### config.mk
export PLATFORM = sky130hd
export DESIGN_NAME = dma_frame_chan
export DESIGN_NICKNAME = d
export VERILOG_FILES = /design/src/rtl/dma_fc_pkg.sv /design/src/rtl/dma_fc_addr_gen.sv /design/src/rtl/dma_fc_seq.sv /design/src/rtl/dma_frame_chan.sv
export SDC_FILE = /design/constraint.sdc
export NUM_CORES = 1
export LEC_CHECK = 0
export CORE_MARGIN = 4
export CORE_UTILIZATION = 40
export DETAILED_ROUTE_END_ITERATION = 7
export PLACE_DENSITY = 0.7
export SLEW_MARGIN = 20
export SYNTH_ARGS = -nofsm -noshare
export SYNTH_HDL_FRONTEND = slang
export SYNTH_SLANG_ARGS = --single-unit
### constraint.sdc
create_clock -name clk -period 5.1 [get_ports clk]
set_clock_uncertainty 0.15 [all_clocks]
set_input_delay 0.51 -clock clk [delete_from_list [all_inputs] [get_ports clk]]
set_output_delay 0.51 -clock clk [all_outputs]
set_load 0.005 [all_outputs]
### src/rtl/dma_fc_pkg.sv
package dma_fc_pkg;
  typedef enum logic [1:0] {
    FC_IDLE = 2'd0,
    FC_RD   = 2'd1,
    FC_WR   = 2'd2
  } fc_state_t;
endpackage

### src/rtl/dma_fc_addr_gen.sv
module dma_fc_addr_gen #(
  parameter int ADDR_W = 16
) (
  input  logic              clk,
  input  logic              rst,
  input  logic              load,
  input  logic [ADDR_W-1:0] base,
  input  logic [ADDR_W-1:0] elem_step,
  input  logic [ADDR_W-1:0] frame_step,
  input  logic              adv_elem,
  input  logic              adv_frame,
  output logic [ADDR_W-1:0] addr
);
  logic [ADDR_W-1:0] cur_q, fstart_q, estep_q, fstep_q;
  logic [ADDR_W-1:0] next_fstart;

  assign next_fstart = fstart_q + fstep_q;
  assign addr        = cur_q;

  always_ff @(posedge clk) begin
    if (rst) begin
      cur_q    <= '0;
      fstart_q <= '0;
      estep_q  <= '0;
      fstep_q  <= '0;
    end else if (load) begin
      cur_q    <= base;
      fstart_q <= base;
      estep_q  <= elem_step;
      fstep_q  <= frame_step;
    end else if (adv_frame) begin
      fstart_q <= next_fstart;
      cur_q    <= next_fstart;
    end else if (adv_elem) begin
      cur_q <= cur_q + estep_q;
    end
  end

  // after a load the pointer sits at the supplied base
  a_r2_load_base: assert property (@(posedge clk) disable iff (rst)
    load |=> addr == $past(base));
endmodule

### src/rtl/dma_fc_seq.sv
module dma_fc_seq
  import dma_fc_pkg::*;
#(
  parameter int CNT_W = 8
) (
  input  logic             clk,
  input  logic             rst,
  input  logic             arm,
  input  logic [CNT_W-1:0] elem_cnt,
  input  logic [CNT_W-1:0] frame_cnt,
  input  logic             hw_trig,
  input  logic             sw_start,
  input  logic             rd_vld,
  input  logic             wr_ack,
  output logic             rd_req,
  output logic             wr_req,
  output logic             adv_elem,
  output logic             adv_frame,
  output logic             busy,
  output logic             done
);
  localparam logic [CNT_W-1:0] ONE = CNT_W'(1);

  fc_state_t        st_q;
  logic [CNT_W-1:0] ecnt_q, fcnt_q, eidx_q, fidx_q;
  logic             pend_q, armed_q, done_q, rd_q, wr_q;
  logic             last_e, last_f, wr_fire, trig_in;

  assign last_e    = (eidx_q == ecnt_q - ONE);
  assign last_f    = (fidx_q == fcnt_q - ONE);
  assign wr_fire   = (st_q == FC_WR) && wr_ack;
  assign trig_in   = (hw_trig || sw_start) && armed_q && !done_q;
  assign adv_elem  = wr_fire;
  assign adv_frame = wr_fire && last_e;
  assign rd_req    = rd_q;
  assign wr_req    = wr_q;
  assign busy      = (st_q != FC_IDLE);
  assign done      = done_q;

  always_ff @(posedge clk) begin
    if (rst) begin
      st_q    <= FC_IDLE;
      ecnt_q  <= ONE;
      fcnt_q  <= ONE;
      eidx_q  <= '0;
      fidx_q  <= '0;
      pend_q  <= 1'b0;
      armed_q <= 1'b0;
      done_q  <= 1'b0;
      rd_q    <= 1'b0;
      wr_q    <= 1'b0;
    end else if (arm) begin
      st_q    <= FC_IDLE;
      ecnt_q  <= elem_cnt;
      fcnt_q  <= frame_cnt;
      eidx_q  <= '0;
      fidx_q  <= '0;
      pend_q  <= 1'b0;
      armed_q <= 1'b1;
      done_q  <= 1'b0;
      rd_q    <= 1'b0;
      wr_q    <= 1'b0;
    end else begin
      unique case (st_q)
        FC_IDLE: begin
          if (trig_in || pend_q) begin
            st_q   <= FC_RD;
            rd_q   <= 1'b1;
            pend_q <= 1'b0;
          end
        end
        FC_RD: begin
          if (trig_in) pend_q <= 1'b1;
          if (rd_vld) begin
            rd_q <= 1'b0;
            wr_q <= 1'b1;
            st_q <= FC_WR;
          end
        end
        FC_WR: begin
          if (!wr_ack) begin
            if (trig_in) pend_q <= 1'b1;
          end else begin
            wr_q <= 1'b0;
            if (!last_e) begin
              eidx_q <= eidx_q + ONE;
              rd_q   <= 1'b1;
              st_q   <= FC_RD;
              if (trig_in) pend_q <= 1'b1;
            end else begin
              eidx_q <= '0;
              if (last_f) begin
                fidx_q <= '0;
                done_q <= 1'b1;
                pend_q <= 1'b0;
                st_q   <= FC_IDLE;
              end else begin
                fidx_q <= fidx_q + ONE;
                if (pend_q || trig_in) begin
                  pend_q <= 1'b0;
                  rd_q   <= 1'b1;
                  st_q   <= FC_RD;
                end else begin
                  st_q <= FC_IDLE;
                end
              end
            end
          end
        end
        default: st_q <= FC_IDLE;
      endcase
    end
  end

  // read and write requests are mutually exclusive
  a_r5_req_excl: assert property (@(posedge clk) disable iff (rst)
    !(rd_req && wr_req));
  // done only rises on a write acknowledge
  a_r9_done_on_ack: assert property (@(posedge clk) disable iff (rst)
    $rose(done) |-> $past(wr_req && wr_ack));
  // no memory traffic while done
  a_r10_quiet_done: assert property (@(posedge clk) disable iff (rst)
    done |-> (!rd_req && !wr_req));
  // arming clears completion and stops activity
  a_r2_arm_clear: assert property (@(posedge clk) disable iff (rst)
    arm |=> (!done && !busy));
  // no activity before the first arm
  a_r1_unarmed_idle: assert property (@(posedge clk) disable iff (rst)
    !armed_q |-> !busy);
endmodule

### src/rtl/dma_frame_chan.sv
module dma_frame_chan #(
  parameter int ADDR_W = 16,
  parameter int DATA_W = 16,
  parameter int CNT_W  = 8
) (
  input  logic              clk,
  input  logic              rst,
  input  logic              cfg_arm,
  input  logic [ADDR_W-1:0] cfg_src_base,
  input  logic [ADDR_W-1:0] cfg_dst_base,
  input  logic [CNT_W-1:0]  cfg_elem_cnt,
  input  logic [CNT_W-1:0]  cfg_frame_cnt,
  input  logic [ADDR_W-1:0] cfg_src_elem_step,
  input  logic [ADDR_W-1:0] cfg_dst_elem_step,
  input  logic [ADDR_W-1:0] cfg_src_frame_step,
  input  logic [ADDR_W-1:0] cfg_dst_frame_step,
  input  logic              hw_trig,
  input  logic              sw_start,
  output logic              rd_req,
  output logic [ADDR_W-1:0] rd_addr,
  input  logic              rd_vld,
  input  logic [DATA_W-1:0] rd_data,
  output logic              wr_req,
  output logic [ADDR_W-1:0] wr_addr,
  output logic [DATA_W-1:0] wr_data,
  input  logic              wr_ack,
  output logic              busy,
  output logic              done
);
  logic              adv_elem, adv_frame;
  logic [DATA_W-1:0] data_q;

  dma_fc_seq #(.CNT_W(CNT_W)) u_seq (
    .clk       (clk),
    .rst       (rst),
    .arm       (cfg_arm),
    .elem_cnt  (cfg_elem_cnt),
    .frame_cnt (cfg_frame_cnt),
    .hw_trig   (hw_trig),
    .sw_start  (sw_start),
    .rd_vld    (rd_vld),
    .wr_ack    (wr_ack),
    .rd_req    (rd_req),
    .wr_req    (wr_req),
    .adv_elem  (adv_elem),
    .adv_frame (adv_frame),
    .busy      (busy),
    .done      (done)
  );

  dma_fc_addr_gen #(.ADDR_W(ADDR_W)) u_src (
    .clk        (clk),
    .rst        (rst),
    .load       (cfg_arm),
    .base       (cfg_src_base),
    .elem_step  (cfg_src_elem_step),
    .frame_step (cfg_src_frame_step),
    .adv_elem   (adv_elem),
    .adv_frame  (adv_frame),
    .addr       (rd_addr)
  );

  dma_fc_addr_gen #(.ADDR_W(ADDR_W)) u_dst (
    .clk        (clk),
    .rst        (rst),
    .load       (cfg_arm),
    .base       (cfg_dst_base),
    .elem_step  (cfg_dst_elem_step),
    .frame_step (cfg_dst_frame_step),
    .adv_elem   (adv_elem),
    .adv_frame  (adv_frame),
    .addr       (wr_addr)
  );

  always_ff @(posedge clk) begin
    if (rst)                   data_q <= '0;
    else if (rd_req && rd_vld) data_q <= rd_data;
  end
  assign wr_data = data_q;

  // a read request is held with a stable address until data returns
  a_r5_rd_hold: assert property (@(posedge clk) disable iff (rst)
    (rd_req && !rd_vld && !cfg_arm) |=> (rd_req && $stable(rd_addr)));
  // a write request is held with stable address and data until accepted
  a_r5_wr_hold: assert property (@(posedge clk) disable iff (rst)
    (wr_req && !wr_ack && !cfg_arm) |=> (wr_req && $stable(wr_addr) && $stable(wr_data)));
  // the write after a read carries the data that read returned
  a_r5_wr_data: assert property (@(posedge clk) disable iff (rst)
    (rd_req && rd_vld && !cfg_arm) |=> (wr_req && wr_data == $past(rd_data)));
endmodule

==> run metrics <==
maximum VDD drop=~0.00014 V; Placement Cell Area=12300 um^2; Antenna Cells=0; CTS Sinks=183; port bufs=around 190; worst-path maximum fanout=23; cell family with most CP delay=simple AND/OR/NAND/NOR gates; Post-CTS Resized=0; clk buf depth=2; H-tree depth=4; iteration-0 DRC count of the detailed router=between 400 and 500; Worst Hold Class=reg -> reg; largest net degree at the start of global routing=76; largest family of logic cells by synthesized area=simple AND/OR/NAND/NOR gates; crit-path max cell delay=~0.45 ns; GRT overflow=0; setup tns final=0 ns; Switch Pwr=slightly above 1 mW; most used flip-flop cell after synthesis=dfxtp_1; CP endpoint kind=register; Rows=58; Clock Tree Root=clkbuf_16; synth warn=0; final hold violations=0; Seq pwr share=0.441; post-synthesis simple-gate area fraction=0.191; Tcrit/Tclk final=0.730; clk_lat worst skew=about 0.44 ns; P_int=approximately 2.6 mW; Hold Buf Count CTS=0; CTS tree=built; Initial Util=0.406; type of origin of the critical path=register; Synth Area per Inst=~8.5 um^2; pre-CTS WS=around 1.5 ns; Syn Nets=between 1000 and 1500; CTS buffer count=17; Critical Path AT=around 3.9 ns; Slew HR=0.239; Die X=~170 um; sequential fraction of the synthesis area=0.359; Max-Cap Viols=0; share of synthesized cell area in full adder, half adder and majority cells=0.0924; Sw Share=0.283; ANT nets after route=0; Buf/Inv on CP=3; Area growth syn-to-layout=26.2%; Residual DRC=0; Synth area leaders=dfxtp_1 (36%), ha_1 (8.5%), mux2i_1 (7.9%); overall routing resource usage=0.196; final wirelength=~29 mm; first-pass GRT wire length=44.8 mm; Post-synth ARST share=0; setup violators final=0; Die Span Y=168 um; clock network fraction of design power=0.371; Design Power=3.57 mW; worst-margin pin slew=between 1 and 1.5 ns; Yosys top cell by area=dfxtp_1; leakage power=between 5 and 6 nW; total power density per cell area=277 nW/um^2; crit path cell chain=inv_1, ha_1, and2_1, o21ai_0, a31oi_1, a311oi_2, buf_4, nand2_1, buf_4, nand2b_1, o21ai_0, o22ai_1, nor2_1; postcts setup bufs=0; Setup WS post-layout=approximately 1.4 ns; status=finished clean; clk slew on worst S/H paths=roughly 0.070 ns; XOR/XNOR share of the synthesized area=0.0695; dpl cells=roughly 1700; routed vias=between 9000 and 10000; number of global-route vias before repair=8715; Final Cell Area=12900 um^2; min cycle time layout=roughly 3.7 ns; Gate Count Post-Synth=1208; CP required=5.25 ns; Post-DP HPWL=around 21 mm; per-cell routed wire length=between 15 and 20 um; synthesized flop and latch total=between 150 and 200; gp weighted congestion=around 0.85; critical path type=reg -> reg; DRT Pass-1 Iters=5; Mapped Area=roughly 10000 um^2; core area=25200 um^2; die area=28200 um^2; max-slew violations=0; fin cells=approximately 1700; post-synth top area share=0.359; Fin Hold WS=approximately 0.3 ns; compound-cell area share of the yosys netlist=0.173; # IOs=187; CP max stage cell=nand2b_1; initial antenna violation count=4; EDFF count, synth=0; combinational group share of total power=0.189; # nets final=between 1500 and 2000; fin util=0.512; mux cell area share after synthesis=0.0794; routed vias/inst=about 5.3; layout cells sized above 1=0.0444; unrepaired setup endpoints after global routing=false; f_max=approximately 270 MHz; Synth cell types=64
==> path summary, 6_finish.rpt <==
| check | start | endpoint | slack [ns] | cells after the start |
|---|---|---|---|---|
| worst max-delay path | u_seq.ecnt_q[0] | u_src.addr[9] | 1.38 | 13 |
| worst min-delay path | wr_data[9] | wr_data[9] | 0.31 | 2 |
| worst max register to register | u_seq.ecnt_q[0] | u_src.addr[9] | 1.38 | 13 |
| worst min register to register | wr_data[9] | wr_data[9] | 0.31 | 2 |
==> worst min-delay path, stage by stage (launching register included) <==
cell and delay [ns]:
dfxtp_1 0.31, nand2_1 0.05, a21oi_1 0.05
==> Yosys cell counts, types with 4 or more instances <==
cell and n:
dfxtp_1 183, nor2_1 170, nand2_1 110, a21oi_1 97, mux2i_1 81, ha_1 69, nor3_1 47, clkbuf_1 45
xnor2_1 42, xor2_1 39, o21ai_0 38, inv_1 31, a211oi_1 25, nand3_1 18, nor2b_1 16, a21o_1 14
nand2b_1 13, or3_1 12, a31oi_1 9, o21a_1 9, a311oi_1 8, and3_1 8, nand4_1 8, and2_1 7
buf_2 7, nor4_1 7, o22ai_1 7, o31ai_1 7, a221oi_1 5, buf_1 5, o31ai_2 5, a211o_1 4
a22oi_1 4, fa_1 4, o31a_1 4, or2_2 4
==> registers in the layout (all words and copies together) (netlist names), 2 cells and up <==
register	flops
wr_data	16
u_src.addr	16
u_dst.fstep_q	16
u_dst.fstart_q	16
u_seq.fidx_q	8
u_seq.ecnt_q	8
u_src.fstep_q	16
u_src.estep_q	16
u_dst.estep_q	16
u_seq.st_q	2
u_seq.eidx_q	8
u_src.fstart_q	16
u_seq.fcnt_q	8
u_dst.addr	16
==> layer usage <==
layer  global-route usage  wire length [um]  vias up
li1                     -                 -     4574
met1                0.242             12300     4245
met2                0.338             14100      195
met3               0.0568              1610       31
met4               0.0473               442        8
met5                    0                74        -
==> power by group through the flow <==
stage               sequential [mW]  clock (mW)  combinational [mW]
floorplan                      1.59           0               0.415
global placement               1.61           0               0.662
detailed placement             1.61           0               0.671
CTS                            1.58        1.35               0.677
global route                   1.58        1.41               0.743
finish                         1.58        1.32               0.674
==> kinds of logic after synthesis <==
kind of cell | after synthesis
compound gates | 268
buf+inv | 92
flops | 183
xor+xnor | 81
mux | 81
fa+ha+maj | 73
simple gates | 430
==> cell type report <==
class	instances	area, um^2
clock buffers	19	453
multi-input cells	933	6180
flip-flops and latches	183	3660
inverters	31	116
repair buffers	195	1930
clock inverters	13	135
fillers	2398	12300
well taps	330	413
==> layout by cell type, fill, tap and decap left out, drive strengths merged, types with 9 or more instances in the layout <==
| cell type | Yosys | final |
|---|---|---|
| xnor2 | 42 | 42 |
| nor2 | 171 | 171 |
| o21ai | 40 | 40 |
| nor2b | 16 | 16 |
| clkdlybuf4s50 | 0 | 184 |
| clkbuf | 45 | 19 |
| nor3 | 48 | 48 |
| xor2 | 39 | 39 |
| buf | 16 | 11 |
| o21a | 9 | 9 |
| ha | 69 | 69 |
| a21o | 14 | 14 |
| a31oi | 9 | 9 |
| a311oi | 10 | 10 |
| o31ai | 12 | 12 |
| nand2 | 110 | 110 |
| dfxtp | 183 | 183 |
| a211oi | 25 | 25 |
| inv | 31 | 38 |
| or3 | 12 | 12 |
| a21oi | 97 | 97 |
| nand2b | 13 | 13 |
| mux2i | 81 | 81 |
| nand3 | 18 | 18 |
No activity file was read; power rests on OpenSTA's default activity.
